[config.mk]
export PLATFORM = sky130hd
export DESIGN_NAME = sap_scan_port
export DESIGN_NICKNAME = d
export VERILOG_FILES = /design/src/rtl/sap_pkg.sv /design/src/rtl/sap_frame_shift.sv /design/src/rtl/sap_addr_decode.sv /design/src/rtl/sap_reg_bank.sv /design/src/rtl/sap_scan_port.sv
export SDC_FILE = /design/constraint.sdc
export NUM_CORES = 1
export LEC_CHECK = 0
export BUFFER_PORTS_ARGS = -buffer_cell sky130_fd_sc_hd__buf_2
export CORE_AREA = 2 2 114 116
export DETAILED_ROUTE_END_ITERATION = 10
export DIE_AREA = 0 0 116 118
export PLACE_DENSITY = 0.76
export SLEW_MARGIN = 5
export SYNTH_ARGS = -nofsm -noshare
export SYNTH_HDL_FRONTEND = slang
export SYNTH_HIERARCHICAL = 1
export SYNTH_SLANG_ARGS = --single-unit
[constraint.sdc]
create_clock -name clk -period 1.85 [get_ports clk]
set_clock_uncertainty 0.05 [all_clocks]
set_input_delay 0.2775 -clock clk [delete_from_list [all_inputs] [get_ports clk]]
set_output_delay 0.2775 -clock clk [all_outputs]
set_load 0.1 [all_outputs]
[src/rtl/sap_pkg.sv]
package sap_pkg;

    localparam int DATA_W  = 32;
    localparam int ADDR_W  = 7;
    localparam int FRAME_W = DATA_W + ADDR_W + 1;
    localparam int NREG    = 9;

    // Address order is the host-visible map.
    typedef enum logic [ADDR_W-1:0] {
        A_IDENT   = 7'd0,
        A_DEPTH   = 7'd1,
        A_WIDTH   = 7'd2,
        A_STATUS  = 7'd3,
        A_RAMDATA = 7'd4,
        A_RDPTR   = 7'd5,
        A_WRPTR   = 7'd6,
        A_TRIG    = 7'd7,
        A_CTRL    = 7'd8
    } reg_addr_e;

    // Packed MSB first: flag in bit 39, address 38:32, data 31:0.
    typedef struct packed {
        logic              wr;
        logic [ADDR_W-1:0] addr;
        logic [DATA_W-1:0] data;
    } frame_t;

    localparam logic [NREG-1:0] WRITABLE_MASK = NREG'(9'b1_1110_0000);

endpackage

[src/rtl/sap_frame_shift.sv]
module sap_frame_shift
    import sap_pkg::*;
(
    input  logic              clk,
    input  logic              rst_n,
    input  logic              capture_i,
    input  logic              shift_i,
    input  logic              update_i,
    input  logic              tdi_i,
    input  logic [DATA_W-1:0] rd_data_i,
    output logic              tdo_o,
    output frame_t            frame_o,
    output logic              upd_o
);

    typedef struct packed {
        logic [FRAME_W-1:0] sr;
    } shift_state_t;

    shift_state_t st_d, st_q;

    always_comb begin
        st_d = st_q;
        if (update_i) begin
            st_d = st_q;
        end else if (capture_i) begin
            st_d.sr = {{(FRAME_W-DATA_W){1'b0}}, rd_data_i};
        end else if (shift_i) begin
            st_d.sr = {tdi_i, st_q.sr[FRAME_W-1:1]};
        end
    end

    always_ff @(posedge clk or negedge rst_n) begin
        if (!rst_n) st_q <= '0;
        else        st_q <= st_d;
    end

    assign tdo_o   = st_q.sr[0];
    assign frame_o = frame_t'(st_q.sr);
    assign upd_o   = update_i;


    shift_step_chk: assert property (@(posedge clk) disable iff (!rst_n)
        (shift_i && !capture_i && !update_i) |=>
            (st_q.sr[FRAME_W-2:0] == $past(st_q.sr[FRAME_W-1:1]))
            && (st_q.sr[FRAME_W-1] == $past(tdi_i)));


    capture_load_chk: assert property (@(posedge clk) disable iff (!rst_n)
        (capture_i && !update_i) |=>
            (st_q.sr == {{(FRAME_W-DATA_W){1'b0}}, $past(rd_data_i)}));

endmodule

[src/rtl/sap_addr_decode.sv]
module sap_addr_decode
    import sap_pkg::*;
(
    input  logic              upd_i,
    input  logic              wr_i,
    input  logic [ADDR_W-1:0] addr_i,
    output logic [NREG-1:0]   sel_o,
    output logic              rd_stb_o,
    output logic              wr_stb_o,
    output logic              ram_rd_o
);

    always_comb begin
        sel_o = '0;
        for (int i = 0; i < NREG; i++) begin
            if (addr_i == ADDR_W'(i)) sel_o[i] = 1'b1;
        end
    end

    assign rd_stb_o = upd_i && !wr_i;
    assign wr_stb_o = upd_i && wr_i && (|(sel_o & WRITABLE_MASK));
    assign ram_rd_o = rd_stb_o && sel_o[A_RAMDATA];

endmodule

[src/rtl/sap_reg_bank.sv]
module sap_reg_bank
    import sap_pkg::*;
#(
    parameter logic [DATA_W-1:0] ID_VALUE  = 32'h1B9C_0A01,
    parameter int                PTR_W     = 4,
    parameter int                RAM_WIDTH = 32,
    parameter int                CTRL_W    = 2,
    parameter int                STATUS_W  = 4
) (
    input  logic                 clk,
    input  logic                 rst_n,
    input  logic                 acc_i,
    input  logic [NREG-1:0]      sel_i,
    input  logic                 rd_stb_i,
    input  logic                 wr_stb_i,
    input  logic                 ram_rd_i,
    input  logic [ADDR_W-1:0]    addr_i,
    input  logic                 wr_flag_i,
    input  logic [DATA_W-1:0]    wdata_i,
    input  logic [STATUS_W-1:0]  status_i,
    input  logic [DATA_W-1:0]    ram_data_i,
    output logic [DATA_W-1:0]    rd_data_o,
    output logic [PTR_W-1:0]     rdptr_o,
    output logic [PTR_W-1:0]     wrptr_o,
    output logic [DATA_W-1:0]    trig_o,
    output logic [CTRL_W-1:0]    ctrl_o
);

    localparam int DEPTH = 1 << PTR_W;

    typedef struct packed {
        logic [DATA_W-1:0] rdata;
        logic [PTR_W-1:0]  rdptr;
        logic [PTR_W-1:0]  wrptr;
        logic [DATA_W-1:0] trig;
        logic [CTRL_W-1:0] ctrl;
    } bank_state_t;

    bank_state_t bk_d, bk_q;
    logic [DATA_W-1:0] regval [NREG];
    logic [DATA_W-1:0] rd_mux;

    always_comb begin
        for (int i = 0; i < NREG; i++) regval[i] = '0;
        regval[A_IDENT]   = ID_VALUE;
        regval[A_DEPTH]   = DATA_W'(DEPTH);
        regval[A_WIDTH]   = DATA_W'(RAM_WIDTH);
        regval[A_STATUS]  = DATA_W'(status_i);
        regval[A_RAMDATA] = ram_data_i;
        regval[A_RDPTR]   = DATA_W'(bk_q.rdptr);
        regval[A_WRPTR]   = DATA_W'(bk_q.wrptr);
        regval[A_TRIG]    = bk_q.trig;
        regval[A_CTRL]    = DATA_W'(bk_q.ctrl);
    end

    always_comb begin
        rd_mux = '0;
        for (int i = 0; i < NREG; i++) begin
            if (sel_i[i]) rd_mux = rd_mux | regval[i];
        end
    end

    always_comb begin
        bk_d = bk_q;
        if (acc_i) bk_d.rdata = rd_stb_i ? rd_mux : '0;
        if (ram_rd_i) bk_d.rdptr = bk_q.rdptr + 1'b1;
        if (wr_stb_i) begin
            if (sel_i[A_RDPTR]) bk_d.rdptr = wdata_i[PTR_W-1:0];
            if (sel_i[A_WRPTR]) bk_d.wrptr = wdata_i[PTR_W-1:0];
            if (sel_i[A_TRIG])  bk_d.trig  = wdata_i;
            if (sel_i[A_CTRL])  bk_d.ctrl  = wdata_i[CTRL_W-1:0];
        end
    end

    always_ff @(posedge clk or negedge rst_n) begin
        if (!rst_n) bk_q <= '0;
        else        bk_q <= bk_d;
    end

    assign rd_data_o = bk_q.rdata;
    assign rdptr_o   = bk_q.rdptr;
    assign wrptr_o   = bk_q.wrptr;
    assign trig_o    = bk_q.trig;
    assign ctrl_o    = bk_q.ctrl;


    ptr_advance_chk: assert property (@(posedge clk) disable iff (!rst_n)
        ram_rd_i |=> (bk_q.rdptr == PTR_W'($past(bk_q.rdptr) + 1'b1)));


    ptr_hold_chk: assert property (@(posedge clk) disable iff (!rst_n)
        (acc_i && !wr_flag_i && addr_i != A_RAMDATA) |=> $stable(bk_q.rdptr));


    ctrl_write_chk: assert property (@(posedge clk) disable iff (!rst_n)
        (acc_i && wr_flag_i && addr_i == A_CTRL) |=>
            (bk_q.ctrl == $past(wdata_i[CTRL_W-1:0])));


    ro_write_chk: assert property (@(posedge clk) disable iff (!rst_n)
        (acc_i && wr_flag_i && addr_i <= A_STATUS) |=>
            ($stable(bk_q.rdptr) && $stable(bk_q.wrptr)
             && $stable(bk_q.trig) && $stable(bk_q.ctrl)));


    unmapped_write_chk: assert property (@(posedge clk) disable iff (!rst_n)
        (acc_i && wr_flag_i && addr_i > A_CTRL) |=>
            ($stable(bk_q.rdptr) && $stable(bk_q.wrptr)
             && $stable(bk_q.trig) && $stable(bk_q.ctrl)));

endmodule

[src/rtl/sap_scan_port.sv]
module sap_scan_port
    import sap_pkg::*;
#(
    parameter logic [31:0] ID_VALUE  = 32'h1B9C_0A01,
    parameter int          PTR_W     = 4,
    parameter int          RAM_WIDTH = 32,
    parameter int          CTRL_W    = 2,
    parameter int          STATUS_W  = 4
) (
    input  logic                clk,
    input  logic                rst_n,
    input  logic                capture_i,
    input  logic                shift_i,
    input  logic                update_i,
    input  logic                tdi_i,
    output logic                tdo_o,
    input  logic [STATUS_W-1:0] status_i,
    input  logic [31:0]         ram_data_i,
    output logic [PTR_W-1:0]    ram_addr_o,
    output logic                ram_rd_o,
    output logic [PTR_W-1:0]    wrptr_o,
    output logic [31:0]         trig_cnt_o,
    output logic [CTRL_W-1:0]   ctrl_o
);

    frame_t            frame;
    logic              upd;
    logic [NREG-1:0]   sel;
    logic              rd_stb;
    logic              wr_stb;
    logic              ram_rd;
    logic [DATA_W-1:0] rd_data;

    sap_frame_shift u_shift (
        .clk       (clk),
        .rst_n     (rst_n),
        .capture_i (capture_i),
        .shift_i   (shift_i),
        .update_i  (update_i),
        .tdi_i     (tdi_i),
        .rd_data_i (rd_data),
        .tdo_o     (tdo_o),
        .frame_o   (frame),
        .upd_o     (upd)
    );

    sap_addr_decode u_dec (
        .upd_i    (upd),
        .wr_i     (frame.wr),
        .addr_i   (frame.addr),
        .sel_o    (sel),
        .rd_stb_o (rd_stb),
        .wr_stb_o (wr_stb),
        .ram_rd_o (ram_rd)
    );

    sap_reg_bank #(
        .ID_VALUE  (ID_VALUE),
        .PTR_W     (PTR_W),
        .RAM_WIDTH (RAM_WIDTH),
        .CTRL_W    (CTRL_W),
        .STATUS_W  (STATUS_W)
    ) u_bank (
        .clk        (clk),
        .rst_n      (rst_n),
        .acc_i      (upd),
        .sel_i      (sel),
        .rd_stb_i   (rd_stb),
        .wr_stb_i   (wr_stb),
        .ram_rd_i   (ram_rd),
        .addr_i     (frame.addr),
        .wr_flag_i  (frame.wr),
        .wdata_i    (frame.data),
        .status_i   (status_i),
        .ram_data_i (ram_data_i),
        .rd_data_o  (rd_data),
        .rdptr_o    (ram_addr_o),
        .wrptr_o    (wrptr_o),
        .trig_o     (trig_cnt_o),
        .ctrl_o     (ctrl_o)
    );

    assign ram_rd_o = ram_rd;

endmodule

== Word level (Yosys, flattened, before mapping) ==
Index checks and enable logic that the tools add are counted.
Cells by class
  bitwise operators: 7
  muxes and demuxes: 27
  equal/unequal tests: 8
  add/subtract/negate cells: 1
  reductions and logical operators: 12
Operators with widths (number)
  $mux W32: 7
  $mux W40: 2
  $or A32 B32 Y32: 2
  $or A32 B4 Y32: 2
  $mux W29: 2
  $mux W42: 1
  $or A32 B2 Y32: 1
  $or A29 B4 Y29: 1
  $eq A7 B3 Y1 const B: 4
  $eq A7 B2 Y1 const B: 2
  $mux W4: 3
  $mux W1: 9
  $reduce_and A2 Y1: 4
  $eq A7 B1 Y1 const B: 1
  $eq A7 B4 Y1 const B: 1
  $logic_not A7 Y1: 1
  $mux W6: 1
  $mux W5: 1
  $add A4 B1 Y4 const B: 1
  $logic_and A1 B1 Y1: 4
  $reduce_or A4 Y1: 1
  $mux W2: 1
  $reduce_bool A2 Y1: 1
  $logic_not A1 Y1: 1
  $not A1 Y1: 1
Storage, ports and cells
  register bits after elaboration: 114
  logic and storage cells: 61

== Depth between registers and ports, before layout ==
Gate-level depths: netlist of the first run.
  word-level depth: 18
  gate-level depth with buffers: 7
  mapped depth without buffers: 6

== Modules after synthesis ==
The synthesis of the first run kept the hierarchy.
By module, submodules not included
  sap_reg_bank: area each 3126.7 um^2, cells each 255, times used 1, seq. area each 1851.8 um^2
  sap_frame_shift: area each 1983.2 um^2, cells each 223, times used 1, seq. area each 1001.0 um^2
  sap_addr_decode: area each 130.1 um^2, cells each 24, times used 1, seq. area each 0.0 um^2

== Worst setup path after synthesis of the first run ==
OpenSTA, ideal clock, no wires.
  path kind: register to register
  start point: reg u_shift.st_q, in the netlist u_shift/frame_o[37]
  end point: reg u_bank.bk_q, in the netlist u_bank/rdptr_o[3]
  setup time: 0.078 ns
  buffers on the path: 0
  path slack: -0.605 ns
  data required time: 1.722 ns
  cell stages (with the launch flop): 7
  arrival: 2.327 ns
  cells stage by stage: dfrtp_1 nor3_1 and3_1 and2_1 nand4_1 xor2_1 a21oi_1
RTL lines
  start, declared: line sap_frame_shift.sv:20  | shift_state_t st_d, st_q;
  start signal, assigned: line sap_frame_shift.sv:35  | else st_q <= st_d;
  end signal, assigned: line sap_reg_bank.sv:77  | else bk_q <= bk_d;
  end, declared: line sap_reg_bank.sv:39  | bank_state_t bk_d, bk_q;

== Final worst setup path of the first run ==
  start point: reg u_shift.st_q, in the netlist u_shift/frame_o[37]
  end point: reg u_bank.bk_q, in the netlist u_bank/rd_data_o[0]
RTL lines
  $eq A7 B2 Y1 *: line sap_addr_decode.sv:16  | if (addr_i == ADDR_W'(i)) sel_o[i] = 1'b1;
  $mux W1 *: line sap_addr_decode.sv:16
  via sel[3]: line sap_scan_port.sv:28  | logic [NREG-1:0] sel;
  $mux W29 *: line sap_reg_bank.sv:59  | if (sel_i[i]) rd_mux = rd_mux | regval[i];
  $or A32 B32 Y32: line sap_reg_bank.sv:59
  $mux W32 *: line sap_reg_bank.sv:59
  $or A32 B4 Y32: line sap_reg_bank.sv:59
  $mux W32 *: line sap_reg_bank.sv:59
  $or A32 B4 Y32: line sap_reg_bank.sv:59
  $mux W32 *: line sap_reg_bank.sv:59
  $or A32 B32 Y32: line sap_reg_bank.sv:59
  $mux W32 *: line sap_reg_bank.sv:59
  $or A32 B2 Y32: line sap_reg_bank.sv:59
  $mux W32 *: line sap_reg_bank.sv:59
  $mux W32 *: line sap_reg_bank.sv:65  | if (acc_i) bk_d.rdata = rd_stb_i ? rd_mux : '0;
Mark *: on every way through the listed nets, which the timed path passes. The rest lies on a longest branch.
A chain may end at the register's enable or synchronous reset.

==> impl_metrics.csv, run 1 <==
group,metric,value,unit
worst_setup_path,critPathRequiredTime,2.13,ns
drt,vias_per_cell,5.766,
clock_tree,clock_latency,0.41,ns
timing,fmax,522.2,MHz
drt,vias,4549,
worst_setup_path,critPathSlowestCell,"dfrtp_1",
worst_setup_path,cp_max_fo,4,
cells_and_area,final_common_cell,"dfrtp_1",
cells_and_area,layout_common_cells,"114 x dfrtp_1, 96 x nor3_1, 83 x buf_2",
synthesis,ys_async_sr_fraction,100.0,%
clock_tree,cts_tree,"yes",
timing,setup_slack,-0.06498,ns
place,routabilityCongestion,0.8647,
global_route,grt_use_total,22.03,%
global_route,grt_overflow,0,
floorplan,die_w,116,um
floorplan,die_h,118,um
clock_tree,cts.sinks,114,
timing,hold_violations,0,
clock_tree,cts_buffer_depth,2,
global_route,grt_pass1_vias,4560,
synthesis,synth.avg_cell_area,10.44,um^2
synthesis,synth_edf_count,0,
power,leakage,3.163,nW
synthesis,syn_area,5240,um^2
worst_setup_path,end_kind,"register",
cells_and_area,fin_cells,789,
cells_and_area,fin_util,54.23,%
synthesis,synth_nets,545,
timing,finalMaxSlewViolations,0,
synthesis,synthSimpleGateAreaFrac,14.47,%
timing,rsz0062_at_grt,"true",
status,outcome,"finished, violations left",
synthesis,synth_top_family_by_area,"compound AO/OA/AOI/OAI gates",
floorplan,ios,86,
synthesis,synthXorXnorAreaFrac,0.5014,%
synthesis,synthMuxAreaShare,8.357,%
drt,first_pass_iters,5,
worst_setup_path,start_kind,"register",
worst_setup_path,worstPathArrival,2.19,ns
global_route,antenna_found_initial,1,
drt,initialDrtViolationCount,287,
synthesis,syn_inst,502,
synthesis,synth_cell_types,36,
drt,postRouteAntennaNets,0,
floorplan,core,12410,um^2
cells_and_area,nets,647,
timing,period_minus_slack,1.915,ns
worst_setup_path,critPathMaxStageDelay,0.40,ns
hold_path,worstHoldPathType,"in -> reg",
drt,wl_per_cell,18.08,um
synthesis,ys_seq_elements,114,
synthesis,ys.flop_type,"dfrtp_1",
floorplan,rows,41,
place,pre_cts_slack,-0.03223,ns
place,dp_hpwl,9.163,mm
flow_run,timing.max_cap.violations,0,
cells_and_area,syn_to_final_growth,28.49,%
timing,period_share,103.5,%
place,dp.cells,750,
synthesis,synthAdderAreaFrac,0.2388,%
clock_tree,htreeDepth,4,
timing,max-slew-margin-rel,66.07,%
synthesis,synth-compound-area-share,15.45,%
synthesis,ys_seq_area_share,54.44,%
global_route,grt_pass1_wl,23.30,mm
power,ir_drop,0.0005517,V
worst_setup_path,cp_cell_sequence,"or3_4, or3_4, nor2_4, a22oi_1, and4b_1, a22oi_1",
global_route,grt_start_max_net_pins,48,
timing,fin_hold_ws,0.05938,ns
power,power,0.006475,W
clock_tree,clkTransAtPathRegs,0.05,ns
timing,report.final.setup_viol,12,
worst_setup_path,critPathKind,"reg -> reg",
power,p_per_area,961.7,nW/um^2
floorplan,dieArea,13690,um^2
floorplan,start_util,42.21,%
status,violations,"negative setup slack",
synthesis,yosys_warnings,6,
drt,drc,0,
place,io_buffers,85,
timing,tightest_slew,0.5124,ns
cells_and_area,drive_gt1_share,30.03,%
drt,wl,14.27,mm
clock_tree,numCtsBuffers,17,
clock_tree,cts-root-buf,"clkbuf_16",
## worst paths after layout
path,from,end,slack [ns],cells past startpoint
max reg2reg,u_shift/frame_o[37],u_bank/rd_data_o[0],-0.06,6
max,u_shift/frame_o[37],u_bank/rd_data_o[0],-0.06,6
min,tdi_i,u_shift/frame_o[39],0.06,3
min in group asynchronous,rst_n,u_bank/ctrl_o[0],0.27,2
min reg2reg,u_bank/trig_o[26],u_bank/trig_o[26],0.46,1
max in group asynchronous,rst_n,u_bank/trig_o[14],0.92,3
## routing by layer
layer	vias to the layer above	share of wire, %	global-route usage, %
met5	-	0	0
li1	2068	-	-
met4	0	2.5	8.780
met3	28	6.7	6.128
met1	2250	41	28.72
met2	203	49	34.61
## cell families (layout without fill, tap and decap cells)
family,Yosys count,in the layout
AO/OA/AOI/OAI,122,122
other,0,1
adder cells (fa/ha/maj),1,1
buffers and inverters,73,187
AND/OR/NAND/NOR,150,150
flip-flops,114,114
XOR/XNOR,3,3
multiplexers,39,39
## power by group
part	internal, W	total [W]	leakage (nW)	switching [W]
Combinational	0.000234	0.000582	1.38	0.000349
Clock	0.00201	0.00309	0.280	0.00109
Sequential	0.00264	0.00280	1.51	0.000159
## worst max-delay path, delay by kind of cell, from the launching register on
kind / cells / cell delay (ns)
AO/OA/AOI/OAI: 2 / 0.27
flip-flops: 1 / 0.40
AND/OR/NAND/NOR: 4 / 1.12
## synth_stat cells (2+ instances only)
master | number | share of area (%)
a21o_1 | 2 | 0.29
a21oi_1 | 5 | 0.48
a221oi_1 | 12 | 2.0
a222oi_1 | 3 | 0.57
a22oi_1 | 23 | 3.3
and3_1 | 2 | 0.24
buf_1 | 2 | 0.14
buf_2 | 19 | 1.8
buf_4 | 12 | 1.7
clkbuf_1 | 8 | 0.57
dfrtp_1 | 114 | 54
inv_1 | 32 | 2.3
mux2_1 | 30 | 6.4
mux2_2 | 8 | 1.7
nand2_1 | 17 | 1.2
nand2b_1 | 3 | 0.36
nand2b_2 | 2 | 0.33
nand3_1 | 3 | 0.29
nand3b_1 | 2 | 0.29
nor2_1 | 14 | 1.0
nor2b_1 | 2 | 0.24
nor3_1 | 97 | 9.3
o21ai_0 | 16 | 1.5
o22ai_1 | 61 | 7.3
xor2_1 | 2 | 0.33
## state kept, by name (all words and copies together), names as in the netlist
name              count
u_bank/trig_o        32
u_shift/frame_o      40
u_bank/rdptr_o        4
u_bank/rd_data_o     32
u_bank/wrptr_o        4
u_bank/ctrl_o         2
## cell type report
| cell class | instances | area (um^2) |
|---|---|---|
| antenna | 1 | 2.502 |
| clock buffer | 26 | 509.2 |
| clock inverter | 5 | 50.05 |
| fill | 1092 | 5682 |
| inverter | 32 | 120.1 |
| multi-input combinational | 315 | 2155 |
| sequential | 114 | 2853 |
| tap | 172 | 215.2 |
| timing repair buffer | 124 | 828.3 |
## through the flow
step	setup TNS [ns]	instance area [um^2]
2_1_floorplan	-0.03066	5256
3_3_place_gp	0	6008
3_5_place_dp	-0.1296	6008
4_1_cts	-0.2592	6660
5_1_grt	-2.764	6733
6_report	-0.3507	6733
## timing repair
item / 4_1_cts / 5_1_grt
endpoints found under the hold margin: 24 / 0
hold buffers: 1 / 0
pin swaps: 2 / 7
setup buffers: 5 / 0
gates resized for setup: 9 / 14
setup endpoints to repair: 12 / 65
cloned: 1 / 0
No activity file was read; power rests on OpenSTA's default activity.
==> run 2: changes to the inputs <==
--- a/config.mk
+++ b/config.mk
@@ -9,7 +9,7 @@
 export CORE_AREA = 2 2 114 116
 export DETAILED_ROUTE_END_ITERATION = 10
 export DIE_AREA = 0 0 116 118
-export PLACE_DENSITY = 0.76
+export PLACE_DENSITY = 0.74
 export SLEW_MARGIN = 5
 export SYNTH_ARGS = -nofsm -noshare
 export SYNTH_HDL_FRONTEND = slang
==> constraint.sdc (replaced) <==
create_clock -name clk -period 2.45 [get_ports clk]
set_clock_uncertainty 0.05 [all_clocks]
set_input_delay 0.3675 -clock clk [delete_from_list [all_inputs] [get_ports clk]]
set_output_delay 0.3675 -clock clk [all_outputs]
set_load 0.1 [all_outputs]
==> impl_metrics.csv, run 2 (synthesis results as in run 1) <==
group,metric,value,unit
clock_tree,clock_latency,0.41,ns
worst_setup_path,r2r-start,"u_shift/frame_o[37]",
clock_tree,post_cts_resized,0,
cells_and_area,fill_cells,1148,
place,dp_hpwl,8.666,mm
floorplan,rows,41,
worst_setup_path,worstPathArrival,1.81,ns
cells_and_area,multiInputGateArea,2048,um^2
worst_setup_path,worstSetupStartpoint,"u_shift/frame_o[37]",
hold_path,worstHoldPathType,"in -> reg",
status,outcome,"finished, final reports clean",
drt,drc,0,
worst_setup_path,cp_max_fo,5,
worst_setup_path,r2r_cells,6,
drt,vias,4327,
place,routabilityCongestion,0.9252,
drt,postRouteAntennaNets,0,
floorplan,ios,86,
cells_and_area,fin_util,51.20,%
timing,finalMaxSlewViolations,0,
drt,wl,13.79,mm
drt,vias_per_cell,5.671,
cells_and_area,final_common_cell,"dfrtp_1",
global_route,grt_pass1_vias,4391,
timing,fmax,449.1,MHz
worst_setup_path,cp-endpoint,"ram_rd_o",
timing,period_minus_slack,2.227,ns
worst_setup_path,critPathSlowestCell,"dfrtp_1",
timing,report.final.setup_viol,0,
clock_tree,htreeDepth,4,
drt,initialDrtViolationCount,472,
floorplan,dieArea,13690,um^2
power,ir_drop,0.0005136,V
timing,fin_hold_ws,0.1441,ns
clock_tree,cts-root-buf,"clkbuf_16",
drt,first_pass_iters,7,
drt,wl_per_cell,18.07,um
global_route,grt_pass1_wl,22.57,mm
cells_and_area,postLayoutCellArea,6356,um^2
clock_tree,numCtsBuffers,17,
global_route,grt_start_max_net_pins,55,
timing,tightest_slew,1.147,ns
floorplan,die_w,116,um
clock_tree,cts_buffer_depth,2,
cells_and_area,largest_register_ffs,40,
power,power,0.004746,W
worst_setup_path,worst_path_dominant_cell_family,"simple AND/OR/NAND/NOR gates",
cells_and_area,drive_gt1_share,24.03,%
cells_and_area,antennaDiodeCount,0,
worst_setup_path,critPathMaxStageDelay,0.41,ns
floorplan,die_h,118,um
worst_setup_path,r2r_slack,0.34,ns
power,leakage,2.964,nW
cells_and_area,regArea,2853,um^2
worst_setup_path,cp_cell_sequence,"nor3_1, and3_1, and2_2, buf_12",
flow_run,timing.max_cap.violations,0,
timing,rsz0062_at_grt,"false",
clock_tree,cts_hold_buffers,1,
global_route,grt_overflow,0,
cells_and_area,layout_common_cells,"114 x dfrtp_1, 97 x nor3_1, 83 x buf_2",
worst_setup_path,critPathRequiredTime,2.03,ns
global_route,antenna_found_initial,0,
cells_and_area,nets,622,
worst_setup_path,end_kind,"output pin",
place,dpl_cell_area,5802,um^2
timing,hold_violations,0,
worst_setup_path,cp.depth,4,
worst_setup_path,start_kind,"register",
worst_setup_path,r2r-end,"u_bank/rd_data_o[0]",
cells_and_area,syn_to_final_growth,21.30,%
floorplan,start_util,42.21,%
clock_tree,cts.sinks,114,
global_route,grt_use_total,21.31,%
timing,max-slew-margin-rel,23.42,%
clock_tree,postCtsSetupBuffers,0,
timing,period_share,90.88,%
power,p_per_area,746.6,nW/um^2
timing,fin_setup_tns,0,ns
worst_setup_path,critPathKind,"reg -> out",
clock_tree,clkTransAtPathRegs,0.05,ns
place,io_buffers,85,
worst_setup_path,path_buf_inv,1,
clock_tree,cts_tree,"yes",
floorplan,core,12410,um^2
run 2: cell types whose count changed in the layout (fill, tap and decap cells not counted), sizes merged:
cell / before / now
clkinv: 4 / 5
diode: 1 / 0
buf: 123 / 98
bufinv: 1 / 0
run 2: stage by stage:
step	setup slack, ns	instances
final	0.2234	763
after global routing	0.1242	763
after CTS	0.2409	763
after detailed placement	0.3617	731
after global placement	0.4496	731
after floorplan	0.3475	502
run 2: final cells by class:
cell class                      instances  area share (%)
Inverter                               32           1.890
Timing Repair Buffer                   99           9.055
Tap cell                              172           3.386
Clock buffer                           26           8.169
Multi-Input combinational cell        315           32.22
Clock inverter                          5          0.3937
Sequential cell                       114           44.88
run 2: worst register-to-register path, delay by kind of cell (launching register included):
kind	cells	cell delay (ns)
AND/OR/NAND/NOR	4	1.24
flip-flops	1	0.41
AO/OA/AOI/OAI	2	0.33
run 2: how the worst min path moves through the flow:
stage	from	endpoint	cells past startpoint
floorplan	rst_n	u_bank/ctrl_o[0]	0
global placement	rst_n	u_bank/rdptr_o[1]	1
detailed placement	rst_n	u_bank/rdptr_o[1]	1
global route	tdi_i	u_shift/frame_o[39]	3
CTS	tdi_i	u_shift/frame_o[39]	3
finish	tdi_i	u_shift/frame_o[39]	3
run 2: where the power goes:
| part | internal, W | total, W | switching, W |
|---|---|---|---|
| Sequential | 0.00200 | 0.00211 | 0.000118 |
| Clock | 0.00144 | 0.00224 | 0.000800 |
| Combinational | 0.000145 | 0.000396 | 0.000251 |
| Total | 0.00358 | 0.00475 | 0.00117 |
run 2: routing by layer:
metal,vias to the layer above,global-route usage [%],routed length [um]
met2,183,33.95,7012
li1,2013,-,-
met4,0,7.664,236
met3,20,6.643,839
met5,-,0,0
met1,2111,27.25,5702
